--- config.mk ---
export PLATFORM = sky130hd
export DESIGN_NAME = ilest_top
export DESIGN_NICKNAME = d
export VERILOG_FILES = /design/src/rtl/ilest_pkg.sv /design/src/rtl/ilest_extrap.sv /design/src/rtl/ilest_step.sv /design/src/rtl/ilest_acc.sv /design/src/rtl/ilest_top.sv
export SDC_FILE = /design/constraint.sdc
export NUM_CORES = 1
export LEC_CHECK = 0
export CAP_MARGIN = 0
export CORE_UTILIZATION = 50
export CTS_BUF_LIST = sky130_fd_sc_hd__clkbuf_8
export DETAILED_ROUTE_END_ITERATION = 7
export GPL_TIMING_DRIVEN = 0
export PLACE_DENSITY = 0.76
export SLEW_MARGIN = 40
export SYNTH_ARGS = -nofsm -noshare
export SYNTH_HDL_FRONTEND = slang
export SYNTH_HIERARCHICAL = 1
export SYNTH_SLANG_ARGS = --single-unit
--- constraint.sdc ---
create_clock -name clk -period 10.7 [get_ports clk]
set_clock_uncertainty 0.1 [all_clocks]
set_input_delay 2.14 -clock clk [delete_from_list [all_inputs] [get_ports clk]]
set_output_delay 2.14 -clock clk [all_outputs]
set_load 0.005 [all_outputs]
--- src/rtl/ilest_pkg.sv ---
package ilest_pkg;
   typedef enum logic [0:0] {
      SCL_SHIFT = 1'b0,
      SCL_MULT  = 1'b1
   } scale_mode_e;
endpackage

--- src/rtl/ilest_extrap.sv ---
module ilest_extrap #(
   parameter int VW = 8
) (
   input  logic          clk,
   input  logic          rst_n,
   input  logic          stb_i,
   input  logic [VW-1:0] smp_i,
   output logic [VW-1:0] x_o
);
   logic [VW-1:0]        newest_q;
   logic [VW-1:0]        older_q;
   logic signed [VW+1:0] lin;

   always_ff @(posedge clk or negedge rst_n) begin
      if (!rst_n) begin
         newest_q <= '0;
         older_q  <= '0;
      end else if (stb_i) begin
         older_q  <= newest_q;
         newest_q <= smp_i;
      end
   end

   always_comb begin
      lin = ($signed({2'b00, newest_q}) <<< 1) - $signed({2'b00, older_q});
      if (lin[VW+1])
         x_o = '0;
      else if (lin[VW])
         x_o = '1;
      else
         x_o = lin[VW-1:0];
   end
endmodule

--- src/rtl/ilest_step.sv ---
module ilest_step
   import ilest_pkg::*;
#(
   parameter int          VW   = 8,
   parameter int          GW   = 4,
   parameter int          CW   = 8,
   parameter int          SW   = 14,
   parameter scale_mode_e MODE = SCL_MULT
) (
   input  logic                 gate_on_i,
   input  logic [VW-1:0]        vin_x_i,
   input  logic [VW-1:0]        vout_x_i,
   input  logic [GW-1:0]        scale_i,
   input  logic signed [CW-1:0] comp_i,
   output logic signed [SW-1:0] step_o
);
   logic signed [VW:0]   raw;
   logic signed [SW-1:0] raw_e;
   logic signed [SW-1:0] scaled;
   logic signed [SW-1:0] comp_e;

   always_comb begin
      if (gate_on_i)
         raw = $signed({1'b0, vin_x_i});
      else
         raw = $signed({1'b0, vin_x_i}) - $signed({1'b0, vout_x_i});
      raw_e  = {{(SW-VW-1){raw[VW]}}, raw};
      comp_e = {{(SW-CW){comp_i[CW-1]}}, comp_i};
   end

   generate
      if (MODE == SCL_MULT) begin : g_mult
         logic signed [SW-1:0] scl_e;
         always_comb begin
            scl_e  = $signed({{(SW-GW){1'b0}}, scale_i});
            scaled = raw_e * scl_e;
         end
      end else begin : g_shift
         always_comb scaled = raw_e <<< scale_i;
      end
   endgenerate

   always_comb step_o = gate_on_i ? (scaled + comp_e) : scaled;
endmodule

--- src/rtl/ilest_acc.sv ---
module ilest_acc #(
   parameter int AW = 16,
   parameter int SW = 14,
   parameter int NW = 18
) (
   input  logic                 clk,
   input  logic                 rst_n,
   input  logic signed [SW-1:0] step_i,
   output logic [AW-1:0]        est_o
);
   logic signed [NW-1:0] sum;
   logic [AW-1:0]        nxt;

   always_comb begin
      sum = $signed({{(NW-AW){1'b0}}, est_o}) + $signed({{(NW-SW){step_i[SW-1]}}, step_i});
      if (sum[NW-1])
         nxt = '0;
      else if (|sum[NW-2:AW])
         nxt = '1;
      else
         nxt = sum[AW-1:0];
   end

   always_ff @(posedge clk or negedge rst_n) begin
      if (!rst_n)
         est_o <= '0;
      else
         est_o <= nxt;
   end
endmodule

--- src/rtl/ilest_top.sv ---
module ilest_top
   import ilest_pkg::*;
#(
   parameter int          VW   = 8,
   parameter int          GW   = 4,
   parameter int          CW   = 8,
   parameter int          AW   = 16,
   parameter scale_mode_e MODE = SCL_MULT
) (
   input  logic                 clk,
   input  logic                 rst_n,
   input  logic [VW-1:0]        vin_smp_i,
   input  logic                 vin_stb_i,
   input  logic [VW-1:0]        vout_smp_i,
   input  logic                 vout_stb_i,
   input  logic                 gate_on_i,
   input  logic signed [CW-1:0] comp_i,
   input  logic [GW-1:0]        scale_i,
   output logic [AW-1:0]        est_o
);
   localparam int PW = (MODE == SCL_MULT) ? (VW + GW + 2) : (VW + 1 + (1 << GW));
   localparam int SW = ((PW > CW) ? PW : CW) + 1;
   localparam int NW = ((SW > AW) ? SW : AW) + 2;

   generate
      if (VW < 2)  begin : g_bad_vw $error("VW must be at least 2"); end
      if (GW < 1)  begin : g_bad_gw $error("GW must be at least 1"); end
      if (CW < 2)  begin : g_bad_cw $error("CW must be at least 2"); end
      if (AW < VW) begin : g_bad_aw $error("AW must not be below VW"); end
   endgenerate

   logic [VW-1:0]        vin_x;
   logic [VW-1:0]        vout_x;
   logic signed [SW-1:0] step;

   ilest_extrap #(.VW(VW)) u_vin_xp (
      .clk   (clk),
      .rst_n (rst_n),
      .stb_i (vin_stb_i),
      .smp_i (vin_smp_i),
      .x_o   (vin_x)
   );

   ilest_extrap #(.VW(VW)) u_vout_xp (
      .clk   (clk),
      .rst_n (rst_n),
      .stb_i (vout_stb_i),
      .smp_i (vout_smp_i),
      .x_o   (vout_x)
   );

   ilest_step #(.VW(VW), .GW(GW), .CW(CW), .SW(SW), .MODE(MODE)) u_step (
      .gate_on_i (gate_on_i),
      .vin_x_i   (vin_x),
      .vout_x_i  (vout_x),
      .scale_i   (scale_i),
      .comp_i    (comp_i),
      .step_o    (step)
   );

   ilest_acc #(.AW(AW), .SW(SW), .NW(NW)) u_acc (
      .clk    (clk),
      .rst_n  (rst_n),
      .step_i (step),
      .est_o  (est_o)
   );
endmodule

==> impl_metrics.ini <==
[outcome]
status = completed

[die]
die_width_um = 112.8
num_io_pins = 49
die_h_um = 112.8
num_rows = 40
dieArea_sq_um = 12720
design.core.area_sq_um = 12010
starting_density_of_the_core = 0.5110

[worst_setup_path]
critPathRequiredTime_ns = 10.88
cp_num_cells = 41
cpLargestDelayFamily = compound AO/OA/AOI/OAI gates
crit_path_frequent_cell = sky130_fd_sc_hd__o21a_1
setup.reg_to_reg.worst_slack_ns = 0.67
worst_r2r_endpoint = u_acc/est_o[6]
timing.reg2reg.worst_path_depth = 41
delay_of_the_slowest_cell_on_the_worst_path_ns = 0.54
worst_setup_path_end_kind = flop
capturing_element_of_the_worst_setup_path = u_acc/est_o[6]
setup.worst_path.start = u_vout_xp/newest_q[0]
worst-setup-path-type = flop to flop
crit_arrival_ns = 10.20
slowest_stage_cell_on_the_critical_path = sky130_fd_sc_hd__fa_1
worstPathMaxFanout = 11
critPathLaunchType = flop
timing.critical_path.buf_inv = 6
worstReg2RegStart = u_vout_xp/newest_q[0]

[clock_tree]
clk_transition_reported_paths_ns = 0.10
clk_root_buffer_cell = sky130_fd_sc_hd__clkbuf_8
cts_max_path_buffers = 2
post_cts.repair.setup_buffers = 0
cts_made_buffers = 5
clkLatencyLatePin_ns = 0.33
clock_sinks = 48
ctsResizeCount = 0
cts_hold_repair.buffers = 0
cts_tree = done
htree_num_levels = 2

[sta]
timing.hold.ws_ns = 0.4217
max_slew_margin = 0.6108
drv_slew = 0
finalWorstPathRequiredPeriod_ns = 10.03
final-setup-viol-count = 0
post-route-worst-setup-slack_ns = 0.6709
max_freq_mhz = 99.71
hold_violations = 0
final.period_utilization = 0.9373
worstMarginPinSlew_ns = 0.5765

[final_layout]
layout.cells.most_common = sky130_fd_sc_hd__inv_1
layout.cells.most_common_list = sky130_fd_sc_hd__inv_1, sky130_fd_sc_hd__ha_1, sky130_fd_sc_hd__nand2_1
fin_nets = 887
antenna_cells_inserted = 0
area_growth_pct = 12.74
stdcell_count = 898
share_of_final_layout_standard_cells_stronger_than_drive_strength_1 = 0.09188

[place]
place_inst = 890
dp_worst_setup_slack_ns = 0.4603
place_hpwl_um = 10770
gpl.final_weighted_congestion = 0.8324
portBuffers = 44

[synth]
synth_seq_cells = 48
synth_edf_count = 0
yosys_warnings = 6
synth_fp_nets = 835
mappedNetlistArea_sq_um = 6138
synthAdderAreaFrac = 0.2413
syn_avg_cell_area_sq_um = 8.794
sequential_share_of_the_synthesized_area = 0.1957
synth_ff_type = sky130_fd_sc_hd__dfrtp_1
synth-xor-area-share = 0.06991
synth_cell_type_count = 68
netlist_instances = 698
yosys.area_share.simple = 0.1349
synth_compound_area_frac = 0.2542
synth-async-reset-ratio = 1.000
largest_family_of_logic_cells_by_synthesized_area = compound AO/OA/AOI/OAI gates
synth_mux_area_frac = 0.04321

[detailed_routing]
wl_met1_um = 5495
route.vias.total = 5007
route.detailed.drc = 0
initial_drt_markers = 145
avgViaCountPerCell = 5.576
totalWireLength_um = 12870
wl_met2_um = 6803
met3RoutedLength_um = 301
dr.max_layer_used = met4
route.antenna.remaining_nets = 0
drt_pass_1_iters = 4
wl_per_cell_um = 14.33

[global_routing]
grt_first_pass_wirelength_um = 22490
maximum_number_of_pins_on_one_net_before_global_route_repair = 42
gr-total-overflow = 0
grt_use_total = 0.2184
antenna_found_initial = 0
vias_in_the_first_global_route = 5136

[job]
drv.max_cap_violation_count = 0

[hold_path]
timing.hold.worst.class = flop to flop
min_delay_path_depth = 2
==> layer usage <==
layer	track usage	vias to the layer above
met3	0.03642	17
met2	0.4177	66
li1	-	2536
met1	0.2452	2388
met5	0	-
met4	0.06933	0
==> stage by stage <==
step                      instance area [sq um]  setup TNS, ns    util
after global routing                       6920       -0.01234  0.5761
after CTS                                  6902              0  0.5746
after floorplan                            6138              0       -
final                                      6920              0  0.5761
after detailed placement                   6787              0  0.5650
after global placement                     6763              0  0.5630
==> cell usage after synthesis (all sizes together), types with 3 or more instances <==
| master | count | area share |
|---|---|---|
| a211o | 6 | 0.0086 |
| a211oi | 7 | 0.012 |
| a21o | 18 | 0.023 |
| a21oi | 51 | 0.045 |
| a31oi | 5 | 0.010 |
| and2 | 29 | 0.030 |
| buf | 4 | 0.0051 |
| clkbuf | 9 | 0.0055 |
| dfrtp | 48 | 0.20 |
| fa | 24 | 0.078 |
| ha | 80 | 0.16 |
| inv | 81 | 0.050 |
| mux2 | 20 | 0.037 |
| mux2i | 4 | 0.0065 |
| nand2 | 58 | 0.036 |
| nand2b | 5 | 0.0051 |
| nand3 | 4 | 0.0033 |
| nand4b | 3 | 0.0043 |
| nor2 | 32 | 0.020 |
| nor2b | 8 | 0.0094 |
| nor3 | 9 | 0.0090 |
| o2111ai | 4 | 0.0057 |
| o211ai | 5 | 0.0061 |
| o21a | 47 | 0.058 |
| o21ai | 43 | 0.037 |
| o21bai | 6 | 0.0073 |
| o221ai | 3 | 0.0043 |
| o31ai | 5 | 0.0092 |
| xnor2 | 36 | 0.051 |
| xor2 | 13 | 0.019 |
==> registers in the layout, summed over array words and instances, names as in the netlist <==
| signal | cells |
|---|---|
| u_acc/est_o | 16 |
| u_vin_xp/newest_q | 8 |
| u_vout_xp/older_q | 8 |
| u_vin_xp/older_q | 8 |
| u_vout_xp/newest_q | 8 |
==> tightest hold or removal path: stages, from the launching register on <==
cell	delay [ns]
sky130_fd_sc_hd__dfrtp_1	0.37
sky130_fd_sc_hd__nand2_1	0.05
sky130_fd_sc_hd__o21ai_0	0.07
==> cells by family (layout without fill, tap and decap cells) <==
kind of cell             Yosys count  after routing
AND/OR/NAND/NOR                  162            162
flip-flops                        48             48
adder cells (fa/ha/maj)          104            104
XOR/XNOR                          49             49
buffers and inverters             95            148
AO/OA/AOI/OAI                    216            216
multiplexers                      24             24
==> layout make-up <==
class                      count  area, sq um
clock inverter                 3        46.29
clock buffer                   5        68.82
timing repair buffer          45        457.9
tap                          147        183.9
inverter                      82        307.8
sequential                    48         1201
fill                        1090         5091
multi-input combinational    555         4589
buffer                        13        65.06
==> worst min-delay path by stage <==
stage / from / slack, ns / endpoint
after floorplan: u_vin_xp/newest_q[4] / 0.37 / u_vin_xp/older_q[4]
after global placement: u_vout_xp/newest_q[4] / 0.40 / u_vout_xp/older_q[4]
after detailed placement: u_vout_xp/newest_q[4] / 0.41 / u_vout_xp/older_q[4]
after CTS: u_vin_xp/newest_q[5] / 0.43 / u_vin_xp/older_q[5]
after global routing: u_vin_xp/newest_q[3] / 0.46 / u_vin_xp/older_q[3]
final: u_vout_xp/newest_q[4] / 0.42 / u_vout_xp/older_q[4]
Power is not shown: default switching activity piles up to over one toggle a cycle in this logic, so the estimate is an artifact.
